### src/rtl/pcm_mix_pkg.sv
// Package: pcm_mix_pkg
// Shared defaults and the per-edge accumulator command used by the mixer.
// Assumes every user takes its widths from the top-level parameters.
package pcm_mix_pkg;

    localparam int DEF_SMP_W   = 8;
    localparam int DEF_ENV_W   = 8;
    localparam int DEF_GAIN_W  = 4;
    localparam int DEF_ACC_W   = 16;
    localparam int DEF_SHIFT   = 5;

    // What one side's accumulator does on a clock edge.
    typedef struct packed {
        logic add;      // fold the current contribution in
        logic clr;      // zero the running sum, drop the contribution
        logic emit;     // load the output register with the frame result
    } acc_cmd_t;

endpackage

### src/rtl/pcm_mix_ctrl.sv
// Module: pcm_mix_ctrl
// Decodes the sequencer qualifiers and frame controls into a single
// accumulator command shared by both sides, and registers the valid pulse.
// Assumes all inputs are synchronous to clk; reset is synchronous active-low.
module pcm_mix_ctrl
    import pcm_mix_pkg::*;
(
    input  logic     clk,
    input  logic     rst_n,
    input  logic     ch_valid,
    input  logic     sounding,
    input  logic     chan_on,
    input  logic     clear_mix,
    input  logic     frame_strobe,
    output acc_cmd_t cmd,
    output logic     out_valid
);

    // Build the command: clear overrides the add, emit follows the frame strobe.
    always_comb begin
        cmd.clr  = clear_mix;
        cmd.add  = ch_valid & sounding & chan_on & ~clear_mix;
        cmd.emit = frame_strobe;
    end

    // One-cycle valid pulse following each frame strobe.
    always_ff @(posedge clk) begin
        if (!rst_n) begin
            out_valid <= 1'b0;
        end else begin
            out_valid <= frame_strobe;
        end
    end

endmodule

### src/rtl/pcm_mix_scale.sv
// Module: pcm_mix_scale
// Turns a sign-magnitude sample (top bit set = positive) into two's
// complement and multiplies it by an unsigned envelope level.
// Assumes SCALED_W holds the full product; the stage is purely combinational.
module pcm_mix_scale #(
    parameter int SMP_W = 8,
    parameter int ENV_W = 8,
    localparam int SCALED_W = SMP_W + ENV_W + 1
) (
    input  logic [SMP_W-1:0]           sample,
    input  logic [ENV_W-1:0]           env,
    output logic signed [SCALED_W-1:0] scaled
);

    logic [SMP_W-2:0]          mag;
    logic                      positive;
    logic signed [SMP_W-1:0]   signed_val;
    logic signed [SCALED_W-1:0] val_ext;
    logic signed [SCALED_W-1:0] env_ext;

    // Split the sample into its magnitude and its (inverted-sense) sign.
    always_comb begin
        mag      = sample[SMP_W-2:0];
        positive = sample[SMP_W-1];
    end

    // Apply the sign: a clear sign bit negates the magnitude.
    always_comb begin
        if (positive) begin
            signed_val = $signed({1'b0, mag});
        end else begin
            signed_val = -$signed({1'b0, mag});
        end
    end

    // Widen both factors and form the envelope-scaled value.
    always_comb begin
        val_ext = SCALED_W'(signed_val);
        env_ext = $signed(SCALED_W'({1'b0, env}));
        scaled  = val_ext * env_ext;
    end

endmodule

### src/rtl/pcm_mix_pan.sv
// Module: pcm_mix_pan
// Applies the two pan nibbles to the envelope-scaled value and divides each
// side by 2**SHIFT with an arithmetic shift (floor division).
// Assumes pan byte packs left gain in the upper nibble, right in the lower.
module pcm_mix_pan #(
    parameter int SCALED_W = 17,
    parameter int GAIN_W   = 4,
    parameter int SHIFT    = 5,
    localparam int PROD_W    = SCALED_W + GAIN_W + 1,
    localparam int CONTRIB_W = PROD_W - SHIFT
) (
    input  logic signed [SCALED_W-1:0]   scaled,
    input  logic [2*GAIN_W-1:0]          pan,
    output logic signed [CONTRIB_W-1:0]  contrib [2]
);

    // Side 0 is left (upper nibble), side 1 is right (lower nibble).
    for (genvar s = 0; s < 2; s++) begin : g_side
        localparam int LO = (s == 0) ? GAIN_W : 0;

        logic [GAIN_W-1:0]        gain;
        logic signed [PROD_W-1:0] val_ext;
        logic signed [PROD_W-1:0] gain_ext;
        logic signed [PROD_W-1:0] prod;
        logic signed [PROD_W-1:0] shifted;

        // Pick this side's nibble, multiply, then floor-divide by the shift.
        always_comb begin
            gain     = pan[LO +: GAIN_W];
            val_ext  = PROD_W'(scaled);
            gain_ext = $signed(PROD_W'({1'b0, gain}));
            prod     = val_ext * gain_ext;
            shifted  = prod >>> SHIFT;
            contrib[s] = shifted[CONTRIB_W-1:0];
        end
    end

endmodule

### src/rtl/pcm_mix_acc.sv
// Module: pcm_mix_acc
// One side's saturating frame accumulator plus its output holding register.
// Assumes the contribution is no wider than ACC_W + 1 bits after widening.
module pcm_mix_acc
    import pcm_mix_pkg::*;
#(
    parameter int ACC_W     = 16,
    parameter int CONTRIB_W = 17,
    localparam int SUM_W    = ((ACC_W > CONTRIB_W) ? ACC_W : CONTRIB_W) + 1,
    localparam int TOP_W    = SUM_W - ACC_W + 1
) (
    input  logic                         clk,
    input  logic                         rst_n,
    input  acc_cmd_t                     cmd,
    input  logic signed [CONTRIB_W-1:0]  contrib,
    output logic signed [ACC_W-1:0]      acc,
    output logic signed [ACC_W-1:0]      out_sum
);

    logic signed [SUM_W-1:0] raw_sum;
    logic [TOP_W-1:0]        top_bits;
    logic                    fits;
    logic signed [ACC_W-1:0] clamped;
    logic signed [ACC_W-1:0] next_sum;

    // Exact sum in a width that cannot overflow.
    always_comb begin
        raw_sum  = SUM_W'(acc) + SUM_W'(contrib);
        top_bits = raw_sum[SUM_W-1:ACC_W-1];
        fits     = (&top_bits) | ~(|top_bits);
    end

    // Clamp to the representable range when the upper bits disagree.
    always_comb begin
        if (fits) begin
            clamped = raw_sum[ACC_W-1:0];
        end else if (raw_sum[SUM_W-1]) begin
            clamped = {1'b1, {(ACC_W-1){1'b0}}};
        end else begin
            clamped = {1'b0, {(ACC_W-1){1'b1}}};
        end
    end

    // Select the running sum after this edge's optional addition.
    always_comb begin
        next_sum = cmd.add ? clamped : acc;
    end

    // Update the accumulator: clear wins, a frame restarts it, else keep summing.
    always_ff @(posedge clk) begin
        if (!rst_n) begin
            acc <= '0;
        end else if (cmd.clr || cmd.emit) begin
            acc <= '0;
        end else begin
            acc <= next_sum;
        end
    end

    // Load the output pair at a frame strobe; a simultaneous clear emits zero.
    always_ff @(posedge clk) begin
        if (!rst_n) begin
            out_sum <= '0;
        end else if (cmd.emit) begin
            out_sum <= cmd.clr ? '0 : next_sum;
        end
    end

endmodule

### src/rtl/pcm_stereo_mixer.sv
// Module: pcm_stereo_mixer
// Top of the mixing stage: scales each qualified channel sample by envelope
// and pan, sums both sides over a frame with saturation, and emits the pair
// with a one-cycle valid pulse after each frame strobe.
// Assumes the sequencer drives one qualified strobe per channel mixing slot.
module pcm_stereo_mixer
    import pcm_mix_pkg::*;
#(
    parameter int SMP_W  = DEF_SMP_W,
    parameter int ENV_W  = DEF_ENV_W,
    parameter int GAIN_W = DEF_GAIN_W,
    parameter int ACC_W  = DEF_ACC_W,
    parameter int SHIFT  = DEF_SHIFT
) (
    input  logic                    clk,
    input  logic                    rst_n,
    input  logic                    ch_valid,
    input  logic                    sounding,
    input  logic                    chan_on,
    input  logic [SMP_W-1:0]        sample_in,
    input  logic [ENV_W-1:0]        env_in,
    input  logic [2*GAIN_W-1:0]     pan_in,
    input  logic                    clear_mix,
    input  logic                    frame_strobe,
    output logic signed [ACC_W-1:0] left_out,
    output logic signed [ACC_W-1:0] right_out,
    output logic                    out_valid
);

    localparam int SCALED_W  = SMP_W + ENV_W + 1;
    localparam int PROD_W    = SCALED_W + GAIN_W + 1;
    localparam int CONTRIB_W = PROD_W - SHIFT;

    acc_cmd_t                    cmd;
    logic signed [SCALED_W-1:0]  scaled;
    logic signed [CONTRIB_W-1:0] contrib [2];
    logic signed [ACC_W-1:0]     acc_side [2];
    logic signed [ACC_W-1:0]     out_side [2];

    pcm_mix_ctrl u_ctrl (
        .clk          (clk),
        .rst_n        (rst_n),
        .ch_valid     (ch_valid),
        .sounding     (sounding),
        .chan_on      (chan_on),
        .clear_mix    (clear_mix),
        .frame_strobe (frame_strobe),
        .cmd          (cmd),
        .out_valid    (out_valid)
    );

    pcm_mix_scale #(
        .SMP_W (SMP_W),
        .ENV_W (ENV_W)
    ) u_scale (
        .sample (sample_in),
        .env    (env_in),
        .scaled (scaled)
    );

    pcm_mix_pan #(
        .SCALED_W (SCALED_W),
        .GAIN_W   (GAIN_W),
        .SHIFT    (SHIFT)
    ) u_pan (
        .scaled  (scaled),
        .pan     (pan_in),
        .contrib (contrib)
    );

    // One saturating accumulator per stereo side.
    for (genvar s = 0; s < 2; s++) begin : g_acc
        pcm_mix_acc #(
            .ACC_W     (ACC_W),
            .CONTRIB_W (CONTRIB_W)
        ) u_acc (
            .clk     (clk),
            .rst_n   (rst_n),
            .cmd     (cmd),
            .contrib (contrib[s]),
            .acc     (acc_side[s]),
            .out_sum (out_side[s])
        );
    end

    // Route the side registers to the named output ports.
    always_comb begin
        left_out  = out_side[0];
        right_out = out_side[1];
    end

endmodule

### config.mk
export PLATFORM = sky130hd
export DESIGN_NAME = pcm_stereo_mixer
export DESIGN_NICKNAME = d
export VERILOG_FILES = /design/src/rtl/pcm_mix_pkg.sv /design/src/rtl/pcm_mix_ctrl.sv /design/src/rtl/pcm_mix_scale.sv /design/src/rtl/pcm_mix_pan.sv /design/src/rtl/pcm_mix_acc.sv /design/src/rtl/pcm_stereo_mixer.sv
export SDC_FILE = /design/constraint.sdc
export NUM_CORES = 1
export LEC_CHECK = 0
export BUFFER_PORTS_ARGS = -buffer_cell sky130_fd_sc_hd__clkbuf_2
export CORE_ASPECT_RATIO = 0.5
export CORE_MARGIN = 10
export CORE_UTILIZATION = 42
export DETAILED_ROUTE_END_ITERATION = 8
export GPL_TIMING_DRIVEN = 0
export PLACE_DENSITY = 0.65
export SETUP_SLACK_MARGIN = 0.2
export SYNTH_ARGS = -nofsm -noshare
export SYNTH_HDL_FRONTEND = slang
export SYNTH_SLANG_ARGS = --single-unit
export TNS_END_PERCENT = 100
### constraint.sdc
create_clock -name clk -period 16.8 [get_ports clk]
set_input_delay 0.84 -clock clk [delete_from_list [all_inputs] [get_ports clk]]
set_output_delay 0.84 -clock clk [all_outputs]
set_load 0.03 [all_outputs]
==> impl_metrics.tcl <==
set metrics [dict create \
    gp_congestion 0.8973 \
    hold_buffers 0 \
    synth_cell_types 76 \
    placed_area_um2 12100 \
    clock_sinks 65 \
    holdPathEnd "g_acc[1].u_acc.out_sum[11]" \
    ant_nets 0 \
    finalHoldViolCount 0 \
    drt-total-wl_um 29470 \
    ys_top_cells_by_area "fa_1 19%, ha_1 17%, dfxtp_1 11%" \
    grt-ovfl-total 0 \
    rrSetupSlack_ns 13.53 \
    synth-compound-area-share_pct 17.16 \
    cts_buffers 9 \
    fin_nets 1750 \
    netlist_top_cells_count "238 x inv_1, 158 x ha_1, 122 x and2_1, 107 x fa_1, 107 x nor2_1" \
    finalNonFillerCells 1811 \
    grt_pass1_vias 9814 \
    area_growth_pct 9.328 \
    synth_fa_ha_area_share_pct 36.30 \
    hold_start "g_acc[1].u_acc.out_sum[11]" \
    synth_top_flop_cell "dfxtp_1" \
    ioPinCount 64 \
    rows 42 \
    grt_use_met1_pct 23.94 \
    holdPathStages 2 \
    grt_max_degree 12 \
    synthMuxAreaShare_pct 0.5513 \
    rsz0062_at_grt "false" \
    r2r_end "g_acc[0].u_acc.out_sum[9]" \
    setup_viol 0 \
    hold_path.class "reg -> reg" \
    io_buffers 62 \
    max_freq_mhz 81.62 \
    crit_top_cell "inv_1" \
    top_usage_layer "met2" \
    use_met3_pct 1.563 \
    critical_path_class "in -> reg" \
    vias 9590 \
    clockBufferDepth 2 \
    outcome "complete, no violations" \
    yosysTopAreaCell "fa_1" \
    h-tree-depth 3 \
    drv_cap 0 \
    synth_area_per_cell_um2 8.217 \
    ctsResizeCount 0 \
    syn-cell-area_um2 11350 \
    startpoint_type "input port" \
    synthSimpleGateAreaFrac_pct 19.97 \
    post-cts-setup-buffers 0 \
    slowest_delay_ns 0.73 \
    synth_top_family_by_area "adder cells" \
    synth-async-reset-ratio_pct 0 \
    path_max_fanout 10 \
    firstDrtPassIters 5 \
    endpoint_kind "register" \
    grt_pass1_wl_um 49180 \
    synth.top_cell.area_share_pct 18.88 \
    synth_edf_count 0 \
    nFillCells 2582 \
    placed_cells 1795 \
    fin_worst_skew_ns 0.006246 \
    rr_worst_depth 12 \
    wire_per_inst_um 16.27 \
    grt_use_met2_pct 28.42 \
    fin_crit_sh_pct 72.93 \
    yosys_warnings 0 \
    antenna_cells 0 \
    r2r_start "g_acc[0].u_acc.acc[0]" \
    die_h_um 136.2 \
    crit_arrival_ns 12.45 \
    coreArea_um2 26540 \
    slew_violations 0 \
    via_per_inst 5.295 \
    ys_ff_latch 65 \
    clkSlewWorstSetupHoldPaths_ns 0.06 \
    synth_most_common_cell "inv_1" \
    ys_seq_area_share_pct 11.47 \
    drc 0 \
    cts-root-buf "clkbuf_16" \
    start_util_pct 42.76 \
    dp_hpwl_um 24530 \
    final_layout_size_suffix_gt1_share_pct 7.882 \
    first_iter_violations 585 \
    relSlewSlack_pct 38.35 \
    grt.total_usage_pct 17.28 \
    antenna_found_initial 0 \
    finalSetupTns_ns 0 \
    syn-num-nets 1677 \
    finalInstanceArea_um2 12410 \
    tritoncts "built" \
    dieWidth_um 252.5 \
    tightest_slew_ns 0.9181 \
    worstPathRequired_ns 16.99 \
    syn_inst 1381 \
    clkLatencyLatePin_ns 0.34 \
    synth-xor-area-share_pct 5.370 \
    crit_slowest_cell "xnor2_1" \
    die_area_um2 34390 \
    fin_crit_ns 12.25 \
]
critical path: cells and delay by family:
family,cells,cell delay (ns)
adder cells (fa/ha/maj),11,4.49
AO/OA/AOI/OAI,13,3.82
buffers and inverters,11,1.17
XOR/XNOR,2,0.93
AND/OR/NAND/NOR,5,0.60
multiplexers,1,0.59
registers in the layout, indices dropped and copies added, names as in the netlist:
name                 flops
g_acc.u_acc.out_sum     32
g_acc.u_acc.acc         32
u_ctrl.out_valid         1
layout make-up:
| class | count | area [µm²] | share of cell area [%] |
|---|---|---|---|
| tap | 352 | 440.4 | 3.550 |
| sequential | 65 | 1301 | 10.49 |
| clock inverter | 4 | 51.30 | 0.4135 |
| timing repair buffer | 62 | 310.3 | 2.501 |
| inverter | 238 | 893.4 | 7.201 |
| multi-input combinational | 1043 | 9004 | 72.58 |
| clock buffer | 12 | 256.5 | 2.068 |
| buffer | 35 | 148.9 | 1.200 |
metrics by stage:
stage	util [%]	setup WS [ns]	hold WS, ns
floorplan	-	6.320	0.4541
global placement	45.59	4.534	0.4409
detailed placement	45.59	4.272	0.4463
CTS	46.75	4.586	0.4536
global route	46.75	3.635	0.4686
finish	46.75	4.548	0.4503
worst max-delay path by stage:
stage	start	endpoint	slack (ns)	depth (start not counted)
5_1_grt	sample_in[0]	g_acc[1].u_acc.out_sum[5]	3.63	43
3_3_place_gp	sample_in[0]	g_acc[1].u_acc.acc[3]	4.53	47
4_1_cts	sample_in[0]	g_acc[1].u_acc.out_sum[4]	4.59	43
6_report	sample_in[0]	g_acc[1].u_acc.out_sum[4]	4.55	43
2_1_floorplan	sample_in[0]	g_acc[1].u_acc.acc[3]	6.32	46
3_5_place_dp	sample_in[0]	g_acc[1].u_acc.out_sum[3]	4.27	43
placed cells by master (no fill, tap or decap), types with 10 or more instances in the layout:
cell type / Yosys / routed
nor3_1: 26 / 26
clkbuf_2: 0 / 62
o21ai_0: 28 / 28
o21ai_1: 12 / 12
nor2_1: 107 / 107
ha_1: 158 / 158
o2111ai_1: 12 / 12
o21a_1: 16 / 16
nor2b_1: 33 / 33
a211oi_2: 11 / 11
xor2_1: 21 / 21
a211oi_1: 30 / 30
o21bai_1: 10 / 10
clkbuf_1: 27 / 28
nand3_1: 23 / 23
o311ai_1: 10 / 10
nand2_1: 97 / 97
inv_1: 238 / 238
a21oi_1: 37 / 37
a21o_1: 11 / 11
xnor2_1: 46 / 46
dfxtp_1: 65 / 65
nand2b_1: 18 / 18
and2_1: 122 / 122
fa_1: 107 / 107
layer usage:
metal  part of all wire (%)  wire (µm)
met1                     50      14710
met2                     45      13150
met3                    4.0       1191
met4                    1.4        423
met5                      0          0
kinds of logic after synthesis:
group	count (synthesis)
compound gates	255
buf+inv	273
mux	5
xor+xnor	68
simple gates	450
flops	65
fa+ha+maj	265
Power is not shown: default switching activity piles up to over one toggle a cycle in this logic, so the estimate is an artifact.
